==> src/rtl/pgb_pkg.sv <==
package pgb_pkg;
  localparam int REG_W  = 32;
  localparam int ADDR_W = 8;

  typedef enum logic [3:0] {
    GRP_DIR  = 4'h0,
    GRP_POL  = 4'h2,
    GRP_TYP  = 4'h3,
    GRP_EN   = 4'h4,
    GRP_STS  = 4'h5,
    GRP_OWN  = 4'h6,
    GRP_DIN  = 4'h7,
    GRP_DOUT = 4'h8
  } grp_e;

  function automatic logic grp_known(input logic [3:0] g);
    return (g == 4'h0) || ((g >= 4'h2) && (g <= 4'h8));
  endfunction
endpackage

==> src/rtl/pgb_sync.sv <==
module pgb_sync #(
  parameter int W = 30
) (
  input  logic         clk,
  input  logic         rst_n,
  input  logic [W-1:0] d,
  output logic [W-1:0] q
);
  logic [W-1:0] meta_q;

  always_ff @(posedge clk or negedge rst_n) begin
    if (!rst_n) begin
      meta_q <= '0;
      q      <= '0;
    end else begin
      meta_q <= d;
      q      <= meta_q;
    end
  end
endmodule

==> src/rtl/pgb_detect.sv <==
module pgb_detect #(
  parameter int PINS = 30
) (
  input  logic            clk,
  input  logic            rst_n,
  input  logic [PINS-1:0] cur,
  input  logic [PINS-1:0] pol,
  input  logic [PINS-1:0] typ,
  output logic [PINS-1:0] evt
);
  logic [PINS-1:0] prev_q;

  // A pin fires when its level matches the polarity. In edge mode it must also have just changed.
  function automatic logic [PINS-1:0] sense(input logic [PINS-1:0] c, p, pl, ty);
    return ~(c ^ pl) & (~ty | (c ^ p));
  endfunction

  always_ff @(posedge clk or negedge rst_n) begin
    if (!rst_n) prev_q <= '0;
    else        prev_q <= cur;
  end

  assign evt = sense(cur, prev_q, pol, typ);

  AST_EDGE_NEEDS_CHANGE: assert property (@(posedge clk) disable iff (!rst_n)
    ((evt & typ & ~(cur ^ prev_q)) == '0));
endmodule

==> src/rtl/pgb_bank.sv <==
module pgb_bank
  import pgb_pkg::*;
#(
  parameter int PINS = 30
) (
  input  logic             clk,
  input  logic             rst_n,
  input  logic             wr_en,
  input  grp_e             wr_grp,
  input  logic [REG_W-1:0] wr_data,
  input  logic [PINS-1:0]  pad_in,
  output logic [REG_W-1:0] dir_q,
  output logic [REG_W-1:0] pol_q,
  output logic [REG_W-1:0] typ_q,
  output logic [REG_W-1:0] en_q,
  output logic [REG_W-1:0] sts_q,
  output logic [REG_W-1:0] own_q,
  output logic [REG_W-1:0] dout_q,
  output logic [PINS-1:0]  din_s,
  output logic             irq
);
  localparam int PAD_W = REG_W - PINS;
  localparam logic [REG_W-1:0] PIN_MASK = {{PAD_W{1'b0}}, {PINS{1'b1}}};

  logic [PINS-1:0]  evt;
  logic [REG_W-1:0] evt_w;
  logic             sts_wr;
  logic [REG_W-1:0] pend;

  // Write-zero clears the bit. A fresh event is ORed in afterwards, so it wins over the clear.
  function automatic logic [REG_W-1:0] sts_update(input logic [REG_W-1:0] s, e,
                                                  input logic w,
                                                  input logic [REG_W-1:0] keep);
    return (w ? (s & keep) : s) | e;
  endfunction

  function automatic logic [REG_W-1:0] pending(input logic [REG_W-1:0] d, s, m);
    return d & s & m & PIN_MASK;
  endfunction

  pgb_sync #(.W(PINS)) u_sync (
    .clk  (clk),
    .rst_n(rst_n),
    .d    (pad_in),
    .q    (din_s)
  );

  pgb_detect #(.PINS(PINS)) u_det (
    .clk  (clk),
    .rst_n(rst_n),
    .cur  (din_s),
    .pol  (pol_q[PINS-1:0]),
    .typ  (typ_q[PINS-1:0]),
    .evt  (evt)
  );

  assign evt_w  = {{PAD_W{1'b0}}, evt};
  assign sts_wr = wr_en && (wr_grp == GRP_STS);

  always_ff @(posedge clk or negedge rst_n) begin
    if (!rst_n) begin
      dir_q  <= '1;
      pol_q  <= '0;
      typ_q  <= '0;
      en_q   <= '0;
      sts_q  <= '0;
      own_q  <= '0;
      dout_q <= '0;
    end else begin
      if (wr_en) begin
        case (wr_grp)
          GRP_DIR:  dir_q  <= wr_data;
          GRP_POL:  pol_q  <= wr_data;
          GRP_TYP:  typ_q  <= wr_data;
          GRP_EN:   en_q   <= wr_data;
          GRP_OWN:  own_q  <= wr_data;
          GRP_DOUT: dout_q <= wr_data;
          default:  ;
        endcase
      end
      sts_q <= sts_update(sts_q, evt_w, sts_wr, wr_data);
    end
  end

  assign pend = pending(dir_q, sts_q, en_q);
  assign irq  = |pend;

  AST_CLEAR_TAKES: assert property (@(posedge clk) disable iff (!rst_n)
    sts_wr |=> ((sts_q & ~$past(evt_w) & ~$past(wr_data)) == '0));
  AST_EVENT_SETS: assert property (@(posedge clk) disable iff (!rst_n)
    (|evt) |=> ((sts_q[PINS-1:0] & $past(evt)) == $past(evt)));
  AST_NO_SPONTANEOUS_SET: assert property (@(posedge clk) disable iff (!rst_n)
    ((sts_q & ~$past(sts_q) & ~$past(evt_w)) == '0));
  AST_IRQ_NEEDS_ENABLE: assert property (@(posedge clk) disable iff (!rst_n)
    irq |-> (en_q[PINS-1:0] != '0));
endmodule

==> src/rtl/pgb_top.sv <==
module pgb_top
  import pgb_pkg::*;
#(
  parameter int NUM_BANKS = 3,
  parameter int PINS      = 30
) (
  input  logic                      clk,
  input  logic                      rst_n,
  input  logic                      bus_sel,
  input  logic                      bus_we,
  input  logic [ADDR_W-1:0]         bus_addr,
  input  logic [REG_W-1:0]          bus_wdata,
  output logic [REG_W-1:0]          bus_rdata,
  input  logic [NUM_BANKS*PINS-1:0] pad_in,
  output logic [NUM_BANKS*PINS-1:0] pad_out,
  output logic [NUM_BANKS*PINS-1:0] pad_oe,
  output logic [NUM_BANKS*PINS-1:0] pad_own,
  output logic [NUM_BANKS-1:0]      irq_out
);
  localparam int IDX_W = 2;
  localparam int PAD_W = REG_W - PINS;

  grp_e             grp;
  logic [IDX_W-1:0] idx;
  logic             hit;
  logic [NUM_BANKS-1:0] bank_hit;

  logic [REG_W-1:0] dir_a  [NUM_BANKS];
  logic [REG_W-1:0] pol_a  [NUM_BANKS];
  logic [REG_W-1:0] typ_a  [NUM_BANKS];
  logic [REG_W-1:0] en_a   [NUM_BANKS];
  logic [REG_W-1:0] sts_a  [NUM_BANKS];
  logic [REG_W-1:0] own_a  [NUM_BANKS];
  logic [REG_W-1:0] dout_a [NUM_BANKS];
  logic [PINS-1:0]  din_a  [NUM_BANKS];

  assign grp = grp_e'(bus_addr[ADDR_W-1:4]);
  assign idx = bus_addr[3:2];
  assign hit = bus_sel && (bus_addr[1:0] == 2'b00) && grp_known(bus_addr[ADDR_W-1:4])
               && (int'(idx) < NUM_BANKS);

  for (genvar b = 0; b < NUM_BANKS; b++) begin : g_bank
    assign bank_hit[b] = hit && (int'(idx) == b);

    pgb_bank #(.PINS(PINS)) u_bank (
      .clk    (clk),
      .rst_n  (rst_n),
      .wr_en  (bank_hit[b] && bus_we),
      .wr_grp (grp),
      .wr_data(bus_wdata),
      .pad_in (pad_in[b*PINS +: PINS]),
      .dir_q  (dir_a[b]),
      .pol_q  (pol_a[b]),
      .typ_q  (typ_a[b]),
      .en_q   (en_a[b]),
      .sts_q  (sts_a[b]),
      .own_q  (own_a[b]),
      .dout_q (dout_a[b]),
      .din_s  (din_a[b]),
      .irq    (irq_out[b])
    );

    assign pad_out[b*PINS +: PINS] = dout_a[b][PINS-1:0];
    assign pad_own[b*PINS +: PINS] = own_a[b][PINS-1:0];
    assign pad_oe[b*PINS +: PINS]  = own_a[b][PINS-1:0] & ~dir_a[b][PINS-1:0];
  end

  always_comb begin
    bus_rdata = '0;
    for (int b = 0; b < NUM_BANKS; b++) begin
      if (bank_hit[b]) begin
        case (grp)
          GRP_DIR:  bus_rdata = dir_a[b];
          GRP_POL:  bus_rdata = pol_a[b];
          GRP_TYP:  bus_rdata = typ_a[b];
          GRP_EN:   bus_rdata = en_a[b];
          GRP_STS:  bus_rdata = sts_a[b];
          GRP_OWN:  bus_rdata = own_a[b];
          GRP_DIN:  bus_rdata = {{PAD_W{1'b0}}, din_a[b]};
          GRP_DOUT: bus_rdata = dout_a[b];
          default:  bus_rdata = '0;
        endcase
      end
    end
  end

  AST_BAD_BANK_READS_ZERO: assert property (@(posedge clk) disable iff (!rst_n)
    (bus_sel && (int'(bus_addr[3:2]) >= NUM_BANKS)) |-> (bus_rdata == '0));
endmodule

==> config.mk <==
export PLATFORM = sky130hd
export DESIGN_NAME = pgb_top
export DESIGN_NICKNAME = d
export VERILOG_FILES = /design/src/rtl/pgb_pkg.sv /design/src/rtl/pgb_sync.sv /design/src/rtl/pgb_detect.sv /design/src/rtl/pgb_bank.sv /design/src/rtl/pgb_top.sv
export SDC_FILE = /design/constraint.sdc
export NUM_CORES = 1
export LEC_CHECK = 0
export BUFFER_PORTS_ARGS = -buffer_cell sky130_fd_sc_hd__buf_2
export CORE_ASPECT_RATIO = 0.8
export CORE_UTILIZATION = 50
export CTS_CLUSTER_SIZE = 16
export DETAILED_ROUTE_END_ITERATION = 6
export HOLD_SLACK_MARGIN = 0.1
export PLACE_DENSITY = 0.69
export SKIP_LAST_GASP = 1
export SYNTH_ARGS = -nofsm -noshare
export SYNTH_HDL_FRONTEND = slang
export SYNTH_SLANG_ARGS = --single-unit
==> constraint.sdc <==
create_clock -name clk -period 1.9 [get_ports clk]
set_clock_uncertainty 0.05 [all_clocks]
set_input_delay 0.095 -clock clk [delete_from_list [all_inputs] [get_ports clk]]
set_output_delay 0.095 -clock clk [all_outputs]
set_load 0.02 [all_outputs]
==> flow_summary.json <==
{
  "status": "finished, violations left",
  "violations": "negative setup slack",
  "finish.instance_area_sq_um": 54900,
  "fin_nets": 4315,
  "antennaDiodeCount": 0,
  "routed_via_density": 6.28,
  "ys_async_sr_fraction_pct": 100,
  "drtPass1Iterations": 6,
  "vias": 33674,
  "synth_top_cell_by_area": "sky130_fd_sc_hd__dfrtp_1",
  "wl_mm": 153,
  "postLayoutSetupSlackWorst_ns": -0.715,
  "initial_utilization_pct": 51.0,
  "core_area_sq_um": 82900,
  "synthMostInstantiatedCell": "sky130_fd_sc_hd__dfrtp_1",
  "timing.max_slew.rel_slack_pct": 13.7,
  "measured_slew_at_the_worst_slew_check_pin_ns": 1.28,
  "hold_path.class": "in2async",
  "synthDistinctLibCells": 58,
  "maxCapViolations": 0,
  "tritoncts": "done",
  "io_buffers": 438,
  "row_count": 94,
  "clock_sinks": 942,
  "grt.overflow.total": 0,
  "final_min_period_over_clock_period_pct": 138,
  "crit_required_ns": 1.75,
  "dr.first_iter.drc_count": 3660,
  "area.growth.synth_to_final_pct": 30.0,
  "insertion_delay_of_the_later_clocked_pin_in_the_worst_skew_pair_ns": 0.68,
  "antenna_found_initial": 4,
  "drc": 0,
  "gp_routability_congestion": 0.976,
  "max_clock_freq_mhz": 382,
  "synth_enable_flop_cells": 0,
  "path_clk_slew_ns": 0.07,
  "setup_viol": 35,
  "syn_inst": 3382,
  "power-per-cell-area_nw_per_um2": 815,
  "drtAntennaViolNets": 0,
  "wl_per_cell_um": 28.5,
  "critPathCaptureType": "output pin",
  "crit_path_start_kind": "register",
  "post_layout_min_period_ns": 2.61,
  "cp.arrival_ns": 2.47,
  "crit_fanout": 3,
  "die-width_um": 327,
  "first_global_vias": 33280,
  "ys_dominant_reg_cell": "sky130_fd_sc_hd__dfrtp_1",
  "drive_gt1_share_pct": 45.3,
  "clock_path_buffers": 3,
  "placed_cell_area_sq_um": 47600,
  "post-layout-total-power_w": 0.0448,
  "netlist.area_leader.share_pct": 50.1,
  "detailed_place_hpwl_mm": 107,
  "hold_violations": 0,
  "max_ir_drop_vdd_mv": 0.741,
  "timing_max_transition_violations_final": 0,
  "ys.warnings.count": 0,
  "netlist_area_sq_um": 42300,
  "top_level_ports": 439,
  "groute.usage.overall_pct": 35.4,
  "rsz0062_at_grt": "true",
  "n_fill_cell": 6014,
  "ctsHtreeMaxLevel": 3,
  "synth_top_cells_by_area": "sky130_fd_sc_hd__dfrtp_1 (50%), sky130_fd_sc_hd__mux2_2 (14%), sky130_fd_sc_hd__dfstp_2 (6.0%)",
  "grt_start_max_net_pins": 100,
  "portion_of_the_post_synthesis_area_used_by_sequential_elements_pct": 56.0,
  "post_synth.cell_area_avg_sq_um": 12.5,
  "mappedNetlistNets": 3516,
  "chipHeight_um": 262,
  "ctsRootBufferMaster": "sky130_fd_sc_hd__clkbuf_16",
  "fp.dieArea_sq_um": 85700,
  "cts_inserted_buffers": 93,
  "grt_first_pass_wirelength_mm": 223,
  "yosys_register_bits": 942,
  "worstSetupPathType": "reg2out",
  "lkg_pwr_nw": 25.5,
  "synth_common_cells": "sky130_fd_sc_hd__dfrtp_1 (846), sky130_fd_sc_hd__mux2_2 (530), sky130_fd_sc_hd__buf_4 (212)"
}
## kinds of logic after synthesis
| logic type | count (synthesis) | synth area share [%] |
|---|---|---|
| compound gates | 670 | 11.2 |
| simple gates | 637 | 8.11 |
| flops | 942 | 56.0 |
| buf+inv | 430 | 6.07 |
| mux | 703 | 18.5 |
## what timing repair did
| item | CTS | global route |
|---|---|---|
| setup buffers | 43 | 18 |
| gates resized for setup | 302 | 84 |
| endpoints found under the hold margin | 1673 | 0 |
| setup endpoints to repair | 35 | 385 |
| hold buffers | 217 | 0 |
| pin swaps | 92 | 55 |
## worst max-delay path: stages, from the launching register on
cell and delay [ns]:
sky130_fd_sc_hd__dfrtp_1 0.41, sky130_fd_sc_hd__and3_2 0.25, sky130_fd_sc_hd__a31oi_2 0.18, sky130_fd_sc_hd__nand4_1 0.17, sky130_fd_sc_hd__buf_6 0.17, sky130_fd_sc_hd__or4_4 0.45, sky130_fd_sc_hd__buf_6 0.16
## through the flow
stage          cells  setup WS, ns  hold WS, ns  utilization [%]  setup TNS (ns)
2_1_floorplan   3382     -0.000445       -0.251                -        -0.00890
3_3_place_gp    4925        -0.609      -0.0711             57.4         -177.08
3_5_place_dp    4925        -0.593      -0.0702             57.4         -199.61
4_1_cts         5350        -0.811        0.101             65.7          -27.65
5_1_grt         5364        -0.768        0.117             66.3          -16.07
6_report        5364        -0.715       0.0434             66.3          -14.83
## power breakdown
part           switching, W  internal (W)
clock network       0.00820        0.0121
logic               0.00197       0.00141
registers          0.000498        0.0206
total                0.0107        0.0341
## path summary, 6_finish.rpt
check | start | slack [ns] | cells after the start | to
max reg2reg | g_bank[2].u_bank.u_sync.q[19]$_DFF_PN0_ | 0.73 | 2 | g_bank[2].u_bank.sts_q[19]$_DFF_PN0_
max | g_bank[1].u_bank.sts_q[26]$_DFF_PN0_ | -0.71 | 6 | irq_out[1]
min | rst_n | 0.04 | 3 | g_bank[0].u_bank.typ_q[27]$_DFFE_PN0P_
min in group clk | g_bank[1].u_bank.u_sync.meta_q[1]$_DFF_PN0_ | 0.29 | 0 | g_bank[1].u_bank.u_sync.q[1]$_DFF_PN0_
max in group asynchronous | rst_n | 0.49 | 3 | g_bank[0].u_bank.sts_q[16]$_DFF_PN0_
min reg2reg | g_bank[1].u_bank.u_sync.meta_q[1]$_DFF_PN0_ | 0.29 | 0 | g_bank[1].u_bank.u_sync.q[1]$_DFF_PN0_
## cell usage in the layout, fill, tap and decap left out, types with 11 or more instances in the layout
cell type and instances:
sky130_fd_sc_hd__dlygate4sd3_1 216, sky130_fd_sc_hd__nand3_1 120, sky130_fd_sc_hd__a211oi_2 12, sky130_fd_sc_hd__buf_4 381, sky130_fd_sc_hd__o21ai_1 24, sky130_fd_sc_hd__nand4_1 14, sky130_fd_sc_hd__nand2_1 114, sky130_fd_sc_hd__o311ai_0 87
sky130_fd_sc_hd__a31oi_2 16, sky130_fd_sc_hd__mux2i_1 112, sky130_fd_sc_hd__bufinv_16 14, sky130_fd_sc_hd__clkbuf_1 13, sky130_fd_sc_hd__a31oi_1 11, sky130_fd_sc_hd__o21ai_2 29, sky130_fd_sc_hd__buf_6 57, sky130_fd_sc_hd__buf_2 398
sky130_fd_sc_hd__mux2_1 51, sky130_fd_sc_hd__o22ai_1 73, sky130_fd_sc_hd__clkbuf_16 94, sky130_fd_sc_hd__nor2b_1 186, sky130_fd_sc_hd__clkinv_2 20, sky130_fd_sc_hd__dfrtp_1 834, sky130_fd_sc_hd__and3_1 19, sky130_fd_sc_hd__dfrtp_2 12
sky130_fd_sc_hd__a22oi_1 144, sky130_fd_sc_hd__buf_12 78, sky130_fd_sc_hd__a221o_1 48, sky130_fd_sc_hd__dfstp_2 96, sky130_fd_sc_hd__clkbuf_8 27, sky130_fd_sc_hd__mux2_2 529, sky130_fd_sc_hd__a22oi_2 18, sky130_fd_sc_hd__nand3_2 15
sky130_fd_sc_hd__o21ai_0 108, sky130_fd_sc_hd__and3_4 13, sky130_fd_sc_hd__nor2_1 78
## cell type report
class	instances	area, sq um	share of cell area (%)
Clock buffer	134	2770	5.05
Clock inverter	40	591	1.07
Inverter	1	3.75	0.00683
Multi-Input combinational cell	2010	17200	31.4
Sequential cell	942	23700	43.2
Tap cell	1104	1380	2.51
Timing Repair Buffer	1133	9250	16.8
## flip-flops by register name (all words and copies together), names as in the netlist
signal	flops
g_bank.u_bank.u_sync.q	90
g_bank.u_bank.own_q	96
g_bank.u_bank.sts_q	96
g_bank.u_bank.en_q	96
g_bank.u_bank.u_det.prev_q	90
g_bank.u_bank.dir_q	96
g_bank.u_bank.dout_q	96
g_bank.u_bank.pol_q	96
g_bank.u_bank.u_sync.meta_q	90
g_bank.u_bank.typ_q	96
## routing by layer
layer  global-route usage [%]  up-vias  wire length [um]
met2                     52.6     2033             67000
met4                     16.1        4              7980
met1                     48.6    17277             60300
met5                        0        -                27
met3                     9.69      443             17800
li1                         -    13917                 -
No activity file was read; power rests on OpenSTA's default activity.
